--- config.mk ---
export PLATFORM = sky130hd
export DESIGN_NAME = supv_reset_gen
export DESIGN_NICKNAME = d
export VERILOG_FILES = /design/src/rtl/supv_pkg.sv /design/src/rtl/supv_kick_sync.sv /design/src/rtl/supv_sel_reg.sv /design/src/rtl/supv_wdog.sv /design/src/rtl/supv_rst_fsm.sv /design/src/rtl/supv_reset_gen.sv
export SDC_FILE = /design/constraint.sdc
export NUM_CORES = 1
export LEC_CHECK = 0
export BUFFER_PORTS_ARGS = -buffer_cell sky130_fd_sc_hd__buf_2
export CAP_MARGIN = 30
export CORE_MARGIN = 8
export CORE_UTILIZATION = 25
export CTS_CLUSTER_DIAMETER = 40
export DETAILED_ROUTE_END_ITERATION = 10
export GPL_ROUTABILITY_DRIVEN = 1
export HOLD_SLACK_MARGIN = 0.1
export PLACE_DENSITY = 0.42
export SYNTH_ARGS = -nofsm -noshare
export SYNTH_HDL_FRONTEND = slang
export SYNTH_SLANG_ARGS = --single-unit
--- constraint.sdc ---
create_clock -name clk -period 3.4 [get_ports clk]
set_input_delay 0.34 -clock clk [delete_from_list [all_inputs] [get_ports clk]]
set_output_delay 0.34 -clock clk [all_outputs]
set_load 0.02 [all_outputs]
--- src/rtl/supv_pkg.sv ---
package supv_pkg;
  typedef enum logic [1:0] {ST_HOLD, ST_DELAY, ST_RUN} rst_state_e;
  localparam logic [1:0] SEL_OFF = 2'b11;
endpackage

--- src/rtl/supv_kick_sync.sv ---
module supv_kick_sync (
  input  logic clk,
  input  logic pwr_on_n,
  input  logic kick_n,
  output logic kick_fall,
  output logic kick_rise
);
  logic s1, s2, s3;

  always_ff @(posedge clk or negedge pwr_on_n) begin
    if (!pwr_on_n) begin
      s1 <= 1'b1;
      s2 <= 1'b1;
      s3 <= 1'b1;
    end else begin
      s1 <= kick_n;
      s2 <= s1;
      s3 <= s2;
    end
  end

  assign kick_fall = s3 & ~s2;
  assign kick_rise = ~s3 & s2;
endmodule

--- src/rtl/supv_sel_reg.sv ---
module supv_sel_reg
  import supv_pkg::*;
(
  input  logic       clk,
  input  logic       pwr_on_n,
  input  logic [1:0] sel_in,
  input  logic       load,
  input  logic       apply,
  output logic [1:0] act_sel
);
  logic [1:0] pend_sel;

  always_ff @(posedge clk or negedge pwr_on_n) begin
    if (!pwr_on_n) begin
      pend_sel <= SEL_OFF;
      act_sel  <= SEL_OFF;
    end else begin
      if (load)  pend_sel <= sel_in;
      if (apply) act_sel  <= pend_sel;
    end
  end
endmodule

--- src/rtl/supv_wdog.sv ---
module supv_wdog
  import supv_pkg::*;
#(
  parameter int unsigned WDT_LONG  = 175_000_000,
  parameter int unsigned WDT_MID   = 75_000_000,
  parameter int unsigned WDT_SHORT = 25_000_000,
  parameter int unsigned CW        = 28
) (
  input  logic          clk,
  input  logic          pwr_on_n,
  input  logic          run,
  input  logic          restart,
  input  logic [1:0]    code,
  output logic          expire,
  output logic [CW-1:0] cnt
);
  logic [CW-1:0] limit_m1;
  logic          en;

  always_comb begin
    unique case (code)
      2'b00:   limit_m1 = CW'(WDT_LONG - 1);
      2'b01:   limit_m1 = CW'(WDT_MID - 1);
      2'b10:   limit_m1 = CW'(WDT_SHORT - 1);
      default: limit_m1 = '0;
    endcase
  end

  assign en     = (code != SEL_OFF);
  assign expire = run && en && !restart && (cnt == limit_m1);

  always_ff @(posedge clk or negedge pwr_on_n) begin
    if (!pwr_on_n)                       cnt <= '0;
    else if (!run || !en || restart)     cnt <= '0;
    else if (cnt == limit_m1)            cnt <= '0;
    else                                 cnt <= cnt + 1'b1;
  end
endmodule

--- src/rtl/supv_rst_fsm.sv ---
module supv_rst_fsm
  import supv_pkg::*;
#(
  parameter int unsigned RST_TICKS = 25_000_000,
  parameter int unsigned RW        = 25
) (
  input  logic          clk,
  input  logic          pwr_on_n,
  input  logic          supply_ok,
  input  logic          expire,
  output logic          run,
  output logic          drv_low,
  output logic [RW-1:0] rcnt
);
  rst_state_e st;

  always_ff @(posedge clk or negedge pwr_on_n) begin
    if (!pwr_on_n) begin
      st   <= ST_HOLD;
      rcnt <= '0;
    end else begin
      unique case (st)
        ST_HOLD: begin
          rcnt <= '0;
          if (supply_ok) st <= ST_DELAY;
        end
        ST_DELAY: begin
          if (!supply_ok) begin
            st   <= ST_HOLD;
            rcnt <= '0;
          end else if (rcnt == RW'(RST_TICKS - 1)) begin
            st   <= ST_RUN;
            rcnt <= '0;
          end else begin
            rcnt <= rcnt + 1'b1;
          end
        end
        default: begin
          if (!supply_ok) st <= ST_HOLD;
          else if (expire) begin
            st   <= ST_DELAY;
            rcnt <= '0;
          end
        end
      endcase
    end
  end

  assign run     = (st == ST_RUN);
  assign drv_low = ~run;
endmodule

--- src/rtl/supv_reset_gen.sv ---
module supv_reset_gen #(
  parameter int unsigned RST_TICKS = 25_000_000,
  parameter int unsigned WDT_LONG  = 175_000_000,
  parameter int unsigned WDT_MID   = 75_000_000,
  parameter int unsigned WDT_SHORT = 25_000_000
) (
  input  logic       clk,
  input  logic       pwr_on_n,
  input  logic       supply_ok,
  input  logic       kick_n,
  input  logic [1:0] tmo_sel,
  input  logic       sel_load,
  output logic       rst_drv_low
);
  localparam int unsigned WMAX = (WDT_LONG > WDT_MID) ?
                                 ((WDT_LONG > WDT_SHORT) ? WDT_LONG : WDT_SHORT) :
                                 ((WDT_MID > WDT_SHORT) ? WDT_MID : WDT_SHORT);
  localparam int unsigned WCW = $clog2(WMAX + 1);
  localparam int unsigned RCW = $clog2(RST_TICKS + 1);

  logic           kick_fall, kick_rise;
  logic [1:0]     act_sel;
  logic           wd_expire, run;
  logic [WCW-1:0] wd_cnt;
  logic [RCW-1:0] rst_cnt;

  supv_kick_sync u_sync (
    .clk(clk), .pwr_on_n(pwr_on_n), .kick_n(kick_n),
    .kick_fall(kick_fall), .kick_rise(kick_rise)
  );

  supv_sel_reg u_sel (
    .clk(clk), .pwr_on_n(pwr_on_n), .sel_in(tmo_sel),
    .load(sel_load), .apply(kick_rise), .act_sel(act_sel)
  );

  supv_wdog #(
    .WDT_LONG(WDT_LONG), .WDT_MID(WDT_MID), .WDT_SHORT(WDT_SHORT), .CW(WCW)
  ) u_wdog (
    .clk(clk), .pwr_on_n(pwr_on_n), .run(run),
    .restart(kick_fall | kick_rise), .code(act_sel),
    .expire(wd_expire), .cnt(wd_cnt)
  );

  supv_rst_fsm #(.RST_TICKS(RST_TICKS), .RW(RCW)) u_fsm (
    .clk(clk), .pwr_on_n(pwr_on_n), .supply_ok(supply_ok),
    .expire(wd_expire), .run(run), .drv_low(rst_drv_low), .rcnt(rst_cnt)
  );
endmodule

==> results of run 1 <==
[worst min path at each step]
stage | slack, ps | endpoint | cells after the start | startpoint
after floorplan | 40 | u_fsm.rcnt[0] | 0 | pwr_on_n
after global placement | 350 | u_sync.s2 | 0 | u_sync.s1
after detailed placement | 310 | u_wdog.cnt[21] | 1 | pwr_on_n
after CTS | 240 | u_sel.pend_sel[1] | 2 | tmo_sel[1]
after global routing | 260 | u_sel.pend_sel[0] | 2 | tmo_sel[0]
final | 250 | u_sel.pend_sel[1] | 2 | tmo_sel[1]
[cell type report]
class	count	area share, %
clock buffers	15	6.26
clock inverters	1	0.759
inverters	13	1.23
multi-input cells	286	44.1
flip-flops and latches	62	39.4
well taps	176	5.57
repair buffers	14	2.66
[stage by stage]
stage | instance area (µm²) | util (%) | setup slack, ps | total power [µW]
after floorplan | 3410 | - | 1060 | 849
after global placement | 3640 | 27.4 | 813 | 888
after detailed placement | 3660 | 27.5 | 767 | 892
after CTS | 3960 | 29.8 | 737 | 1780
after global routing | 3960 | 29.8 | 565 | 1830
final | 3960 | 29.8 | 789 | 1750
[registers in the layout, indices dropped and copies added (netlist names)]
register        flops
u_sel.act_sel       2
u_sync.s2           1
u_fsm.rcnt         25
u_sel.pend_sel      2
u_wdog.cnt         28
u_fsm.st            2
u_sync.s1           1
u_sync.s3           1
[power breakdown]
part	switching (µW)	internal, µW
logic	74.1	41.9
clock network	299	568
registers	8.88	755
[cells by family (layout without fill, tap and decap cells)]
family,Yosys count,after routing,synth area share [%]
xor gates and xnor gates,30,30,7.70
buffers and inverters,24,43,3.19
muxes,4,4,1.25
and+or+nand+nor,180,180,26.6
adders and majority gates,9,9,3.30
AOI/OAI and AO/OA,63,63,12.3
DFF,62,62,45.7
[worst reg2reg max path: stages (launching register included)]
cell and delay, ps:
dfstp_2 580, ha_1 250, nor3b_1 270, nand4_1 210
a2111oi_4 490, a31oi_4 330, o21ai_1 240, o41ai_1 90
[placed cells by master, fill, tap and decap left out, drive strengths merged, types with 3 or more instances in the layout]
cell type / n
buf: 12
xnor2: 16
nor2: 51
nand4: 13
a211oi: 4
and4: 3
clkbuf: 15
dfrtp: 55
dfstp: 7
nor3: 11
or3: 9
inv: 13
a21oi: 12
o21ai: 34
nor4: 7
ha: 9
a31oi: 3
nand3: 23
nand2: 37
and3: 13
xor2: 14
[routing by layer]
metal  routed length (µm)  share of wire, %  vias to the layer above
li1                     -                 -                     1346
met1                 4100                52                     1270
met2                 3520                44                       29
met3                  174               2.2                       10
met4                  150               1.9                        0
met5                    0                 0                        -
==> results.yml, run 1 <==
yosys:
  syn_inst: 372
  synth_most_common_cell: "dfrtp_1"
  synth_area_leaders: "dfrtp_1 (40%), nor2_1 (5.5%), dfstp_2 (5.4%), o21ai_1 (4.5%), xnor2_1 (4.1%)"
  syn_area_um2: 3410
  syn_nets: 388
  yosysWarnings: 0
  synth_cell_types: 45
  synth_async_sr_flop_share_pct: 100
  yosysTopAreaCell: "dfrtp_1"
  seq_area_frac_synth_pct: 45.7
  avgSynthCellArea_um2: 9.18
  synth_edf_count: 0
  synth_common_cells: "dfrtp_1 (55), nor2_1 (50), nand2_1 (37), o21ai_1 (31), nand3_1 (23)"
  yosys.area.top_type_share_pct: 40.3
  synth_ff_type: "dfrtp_1"
  synth_seq_cells: 62
run_status:
  outcome: "completed"
layout:
  diodes: 0
  fill_cells: 1384
  layout-drive-gt1-share_pct: 9.97
  syn2layout_area_growth_pct: 15.9
  stdcell_count: 567
  regArea_um2: 1560
  multiInputGateArea_um2: 1740
  nets: 402
critical_path:
  crit_cells: 7
  end_kind: "flip-flop"
  path_buf_inv: 0
  worstSetupEndpoint: "u_fsm.rcnt[11]"
  worstReg2RegStart: "u_sel.act_sel[0]"
  critPathTopFamily: "compound AO/OA/AOI/OAI gates"
  slowest_delay_ps: 580
  cp_cell_sequence: "ha_1, nor3b_1, nand4_1, a2111oi_4, a31oi_4, o21ai_1, o41ai_1"
  path_class: "flip-flop to flip-flop"
  reg2reg_depth: 7
  required_ps: 3580
  critical_path_arrival_ps: 2790
  worstSetupStartpointType: "flip-flop"
  reg2reg_to: "u_fsm.rcnt[11]"
  worst_path_max_delay_cell: "dfstp_2"
  critical_path.startpoint: "u_sel.act_sel[0]"
  r2r_slack_ps: 790
  crit_fanout: 23
grt:
  grt_overflow_total: 0
  antenna_found_initial: 0
  grt_usage_pct: 9.61
  grt_max_degree: 29
  grt.busiest_layer: "met2"
  grt_pass1_vias: 2680
  grt_use_met1_pct: 13.2
  grt_use_met3_pct: 2.08
  use_met2_pct: 13.9
  grt_pass1_wl_um: 13800
sta:
  hold_viol: 0
  slew_viol_final: 0
  fin_crit_sh_pct: 76.8
  period_minus_slack_ps: 2610
  setup-tns-final_ps: 0
  worst_pin_slew_ps: 738
  worst_clock_skew_ps: 6.89
  slew_headroom_pct: 50.8
  max_freq_mhz: 383
  hold_slack_ps: 253
  setup_viol: 0
  rsz0062_at_grt: "no"
clocking:
  cts_buffer_depth: 2
  clk_pin_slew_ps: 50
  clock-sinks: 62
  clock_latency_ps: 330
  cts_resized: 0
  postCtsHoldBufs: 2
  cts_root_buffer: "clkbuf_16"
  postCtsSetupRepairBufs: 0
  cts_buffers: 9
  cts_tree: "done"
  ctsHtreeMaxLevel: 3
detailed_routing:
  firstDrtPassIters: 4
  drc: 0
  first_iter_violations: 109
  drtAntennaViolNets: 0
  post_drt_wl_per_cell_um: 14.0
  wl_um: 7940
  dr_total_vias: 2655
  vias_per_cell: 4.68
pwr:
  ir_worst_vdd_uv: 199
  power_density_nw_per_um2: 442
  power.leakage_uw: 0.00151
place:
  portBuffers: 7
  hpwl_um: 5590
  place_congestion: 0.742
  placed_cells: 549
hold_path:
  min_path_type: "primary input to flip-flop"
die:
  dieHeight_um: 133
  start_util_pct: 25.7
  rows: 42
  io_pins: 8
  core_area_um2: 13300
  dieArea_um2: 17600
  die_w_um: 133
job:
  cap_violations: 0
(Power assumes the default switching activity.)
==> inputs of run 2 (changes only) <==
clock period = 2.55 ns   (was 3.4 ns; I/O delays follow)
==> results.yml, run 2 (same netlist as run 1, synthesis figures left out) <==
clocking:
  ctsHtreeMaxLevel: 3
  cts_buffer_depth: 2
  postCtsSetupRepairBufs: 0
  clock-sinks: 62
  cts_tree: "done"
  clk_pin_slew_ps: 60
  cts_root_buffer: "clkbuf_16"
  clock_latency_ps: 330
  cts_buffers: 9
sta:
  layout_setup_ws_ps: 147
  slew_viol_final: 0
  rsz0062_at_grt: "no"
  setup-tns-final_ps: 0
  worst_pin_slew_ps: 817
  fin_crit_sh_pct: 94.2
  period_minus_slack_ps: 2400
  hold_viol: 0
  slew_headroom_pct: 45.4
  setup_viol: 0
  max_freq_mhz: 416
  worst_clock_skew_ps: 9.11
die:
  dieArea_um2: 17600
  rows: 42
  start_util_pct: 25.7
  io_pins: 8
  die_w_um: 133
  dieHeight_um: 133
  core_area_um2: 13300
layout:
  regArea_um2: 1560
  largest_reg_flops: 28
  fill_cells: 1389
  syn2layout_area_growth_pct: 19.9
  final_common_cell: "dfrtp_1"
  top_regs: "u_wdog.cnt (28), u_fsm.rcnt (25)"
  max_flop_register: "u_wdog.cnt"
  diodes: 0
  nets: 407
  layout_common_cells: "dfrtp_1 (55), nor2_1 (50), nand2_1 (37), o21ai_1 (31), nand3_1 (23)"
  layout-drive-gt1-share_pct: 12.9
  multiInputGateArea_um2: 1750
critical_path:
  path_class: "flip-flop to flip-flop"
  worstSetupStartpointType: "flip-flop"
  reg2reg_to: "u_fsm.rcnt[11]"
  r2r_slack_ps: 150
  worstReg2RegStart: "u_sel.act_sel[0]"
  reg2reg_depth: 9
  crit_fanout: 23
  required_ps: 2750
  critical_path_arrival_ps: 2610
  end_kind: "flip-flop"
hold_path:
  min_path_type: "primary input to flip-flop"
  min_from: "tmo_sel[0]"
  holdPathEnd: "u_sel.pend_sel[0]"
  hold_depth: 2
pwr:
  power.leakage_uw: 0.00157
  power_density_nw_per_um2: 635
  ir_worst_vdd_uv: 266
detailed_routing:
  first_iter_violations: 115
  post_drt_wl_per_cell_um: 14.2
  wl_um: 8100
  dr_total_vias: 2716
  drtAntennaViolNets: 0
  firstDrtPassIters: 4
  drc: 0
  vias_per_cell: 4.75
job:
  cap_violations: 0
grt:
  antenna_found_initial: 0
  grt_max_degree: 33
  grt_pass1_vias: 2712
  grt_pass1_wl_um: 13900
  grt_usage_pct: 9.72
  grt_overflow_total: 0
place:
  place_congestion: 0.745
  portBuffers: 7
  post-place-ws_ps: 87.3
  hpwl_um: 5580
run_status:
  outcome: "completed"
-- run 2: changes by cell type in the layout (fill, tap and decap cells not counted), sizes merged --
cell	delta
clkbuf	-6
clkinvlp	+2
bufinv	+2
buf	+5
clkinv	+2
-- run 2: power breakdown --
part	total, µW	switching (µW)	internal (µW)
combinational	159	102	57.3
clock	1420	467	957
sequential	1020	12.3	1010
total	2600	581	2020
-- run 2: cell type report --
type                    count  area share, %
inverters                  13           1.19
well taps                 176           5.38
flip-flops and latches     62           38.1
multi-input cells         286           42.7
clock buffers               9           5.50
clock inverters             7           3.00
repair buffers             19           4.10
-- run 2: how the worst max path moves through the flow --
| stage | start | endpoint | cells after the start |
|---|---|---|---|
| after floorplan | u_sync.s3 | u_fsm.rcnt[1] | 8 |
| final | u_sel.act_sel[0] | u_fsm.rcnt[11] | 9 |
| after global placement | u_sel.act_sel[0] | u_fsm.rcnt[1] | 7 |
| after global routing | u_sel.act_sel[0] | u_wdog.cnt[26] | 8 |
| after CTS | u_sel.act_sel[0] | u_fsm.rcnt[11] | 8 |
| after detailed placement | u_sel.act_sel[0] | u_fsm.rcnt[11] | 8 |
-- run 2: stage by stage --
| stage | hold slack [ps] | utilization (%) | cell area, µm² | power (µW) | std cells |
|---|---|---|---|---|---|
| final | 156 | 30.8 | 4090 | 2600 | 572 |
| after global routing | 154 | 30.8 | 4090 | 2700 | 572 |
| after CTS | 144 | 30.8 | 4090 | 2640 | 572 |
| after detailed placement | 348 | 28.0 | 3720 | 1190 | 554 |
| after global placement | 347 | 28.0 | 3720 | 1190 | 554 |
| after floorplan | -40.6 | - | 3410 | 1130 | 372 |
-- run 2: critical path, cell delays in order, from the launching register on --
cell and delay, ps:
dfstp_2 590, inv_1 100, ha_1 310, and3_1 150, o211ai_1 170, a2111oi_4 400
a31oi_4 140, buf_12 180, o21ai_1 140, o41ai_1 90
-- run 2: timing repair --
| action | in CTS | in global routing |
|---|---|---|
| hold endpoints to repair | 31 | 0 |
| hold buffers | 2 | 0 |
| resized for setup | 0 | 1 |
| setup endpoints to repair | 0 | 17 |
-- run 2: metal layers --
metal / GRT usage (%) / wire length (µm) / share of wire (%) / up-vias
met5: 0 / 0 / 0 / -
met4: 5.68 / 136 / 1.7 / 0
met1: 13.2 / 4190 / 52 / 1315
met3: 1.36 / 130 / 1.6 / 11
li1: - / - / - / 1361
met2: 14.4 / 3650 / 45 / 29
==> inputs of run 3 (changes only) <==
SYNTH_HIERARCHICAL = 1   (was unset)
==> results.yml, run 3 <==
sta:
  layout_setup_ws_ps: -231
  max_freq_mhz: 360
  rsz0062_at_grt: "yes"
  slew_headroom_pct: 62.5
  hold_slack_ps: 138
  slew_viol_final: 0
  worst_clock_skew_ps: 7.25
  hold_viol: 0
  worst_pin_slew_ps: 558
  setup_viol: 21
  period_minus_slack_ps: 2780
  fin_crit_sh_pct: 109
critical_path:
  path_buf_inv: 2
  cp_cell_sequence: "inv_2, ha_4, or4_1, mux2i_1, nand4_1, nor3_2, nand2_1, buf_6, nand2_4, nand4_1, or3_1, a21oi_2"
  worstSetupStartpointType: "flip-flop"
  critical_path_arrival_ps: 3050
  path_common_cell: "nand4_1"
  r2r_slack_ps: -230
  required_ps: 2820
  slowest_delay_ps: 580
  end_kind: "flip-flop"
  worst_path_max_delay_cell: "dfstp_2"
  critPathTopFamily: "simple AND/OR/NAND/NOR gates"
  path_class: "flip-flop to flip-flop"
  crit_fanout: 4
yosys:
  synth_top_family_by_area: "simple AND/OR/NAND/NOR gates"
  synth_cell_types: 50
  synthSimpleGateAreaFrac_pct: 29.1
  synth_area_leaders: "dfrtp_1 (40%), dfstp_2 (5.4%), nor2_1 (4.7%), xor2_1 (4.6%), nand2_1 (4.5%)"
  synth_compound_area_share_pct: 9.51
  synth_seq_cells: 62
  yosysTopAreaCell: "dfrtp_1"
  yosysWarnings: 6
  synth_mux_area_share_pct: 1.94
  syn_nets: 381
  synth_async_sr_flop_share_pct: 100
  synth_edf_count: 0
  synth_most_common_cell: "dfrtp_1"
  seq_area_frac_synth_pct: 45.6
  syn_inst: 367
  synth_ff_type: "dfrtp_1"
  synth_common_cells: "dfrtp_1 (55), nor2_1 (43), nand2_1 (41), nand3_1 (30)"
  avgSynthCellArea_um2: 9.32
  yosys.area.top_type_share_pct: 40.2
  syn_area_um2: 3420
  yosys.area_share.adder_pct: 2.56
  synth_xor_xnor_area_share_pct: 7.93
hold_path:
  min_path_type: "primary input to flip-flop"
clocking:
  clk_pin_slew_ps: 50
  ctsHtreeMaxLevel: 3
  clock-sinks: 62
  cts_tree: "done"
  cts_buffers: 9
  clock_latency_ps: 330
  cts_root_buffer: "clkbuf_16"
  cts_buffer_depth: 2
die:
  core_area_um2: 13300
  dieHeight_um: 133
  rows: 42
  io_pins: 8
  start_util_pct: 25.7
  die_w_um: 133
  dieArea_um2: 17700
grt:
  grt_max_degree: 63
  grt_pass1_wl_um: 14400
  grt_pass1_vias: 2865
  grt_overflow_total: 0
  antenna_found_initial: 0
  grt_usage_pct: 10.2
pwr:
  p_seq_share_pct: 43.7
  ir_worst_vdd_uv: 308
  p_int_uw: 1800
  power_uw: 2350
  power.share.clock_pct: 47.0
  p_sw_share_pct: 23.4
  power_density_nw_per_um2: 524
  p_comb_share_pct: 9.3
  power.leakage_uw: 0.00179
  switchingPower_uw: 551
layout:
  largest_reg_flops: 28
  top_regs: "u_wdog/cnt (28), u_fsm/rcnt (25)"
  layout_common_cells: "dfrtp_1 (55), nor2_1 (43), buf_4 (40), nand2_1 (39), nand3_1 (27)"
  layout-drive-gt1-share_pct: 25.9
  regArea_um2: 1560
  syn2layout_area_growth_pct: 31.2
  nets: 438
  final_common_cell: "dfrtp_1"
  fill_cells: 1367
  diodes: 0
  max_flop_register: "u_wdog/cnt"
  multiInputGateArea_um2: 1900
run_status:
  outcome: "complete, but fails checks"
  violations: "setup timing"
detailed_routing:
  first_iter_violations: 179
  drc: 0
  wl_um: 8810
  vias_per_cell: 4.83
  dr_total_vias: 2925
  drtAntennaViolNets: 0
  post_drt_wl_per_cell_um: 14.6
  firstDrtPassIters: 4
place:
  hpwl_um: 5870
  portBuffers: 7
  place_congestion: 0.770
job:
  cap_violations: 0
==> run 3: cell count changes after synthesis, sizes merged, moves of 4 or more <==
| cell | delta |
|---|---|
| and3 | -9 |
| xor2 | +4 |
| nand2 | +4 |
| a41oi | +5 |
| nand3 | +7 |
| nor4 | +4 |
| nor2 | -8 |
| a31oi | +14 |
| o21ai | -28 |
| nand4 | +5 |
| or3 | -5 |
| or4 | +5 |
==> run 3: worst register-to-register path: cells and delay by family (launching register included) <==
kind	cells	cell delay, ps
simple gates	7	1500
compound gates	1	130
mux	1	140
buf+inv	2	210
fa+ha+maj	1	150
flops	1	580
==> run 3: worst paths after layout <==
path,startpoint,to,cells past startpoint
min,tmo_sel[1],u_sel/pend_sel[1],2
min in group asynchronous,pwr_on_n,u_wdog/cnt[16],3
max,u_sel/act_sel[1],u_fsm/rcnt[14],12
max reg2reg,u_sel/act_sel[1],u_fsm/rcnt[14],12
min reg2reg,u_sync/s1,u_sync/s2,0
max in group asynchronous,pwr_on_n,u_sync/s3,3
==> run 3: metrics by stage <==
stage	setup TNS, ps	area [µm²]	util, %	setup WS [ps]	std cells
3_3_place_gp	-491	3910	29.4	-234	572
4_1_cts	-2310	4270	32.1	-270	594
6_report	-2730	4490	33.8	-231	605
2_1_floorplan	-472	3470	-	-176	367
3_5_place_dp	-1340	3910	29.4	-320	572
5_1_grt	-4650	4490	33.8	-347	605
==> run 3: cells by family after synthesis <==
logic type               Yosys count
flip-flops                        62
multiplexers                       6
AO/OA/AOI/OAI                     49
AND/OR/NAND/NOR                  190
adder cells (fa/ha/maj)            7
buffers and inverters             22
XOR/XNOR                          31
==> run 3: routing by layer <==
metal / vias to the layer above / global-route usage [%] / wire, µm
met5: - / 0 / 0
met4: 0 / 4.04 / 152
met3: 13 / 3.03 / 229
met2: 27 / 17.1 / 4470
met1: 1442 / 11.8 / 3970
li1: 1443 / - / -
==> run 3: final cells by class <==
cell class | count | area share [%]
multi-input cells | 283 | 42.3
clock inverters | 2 | 0.223
well taps | 176 | 4.90
repair buffers | 58 | 11.3
clock buffers | 14 | 5.66
flip-flops and latches | 62 | 34.7
inverters | 10 | 0.836
==> run 3: repair_timing <==
action	CTS	global route
setup buffers	4	10
endpoints found under the setup margin	23	44
endpoints found under the hold margin	56	0
pin swaps	11	14
hold buffers	2	0
resized for setup	10	25
gates cloned	0	1
==> run 3: power by group through the flow <==
stage          logic, µW  clock network (µW)  registers, µW
2_1_floorplan       99.6                   0           1040
3_5_place_dp         171                   0           1050
3_3_place_gp         169                   0           1050
4_1_cts              198                1140           1030
5_1_grt              246                1180           1030
6_report             219                1100           1030
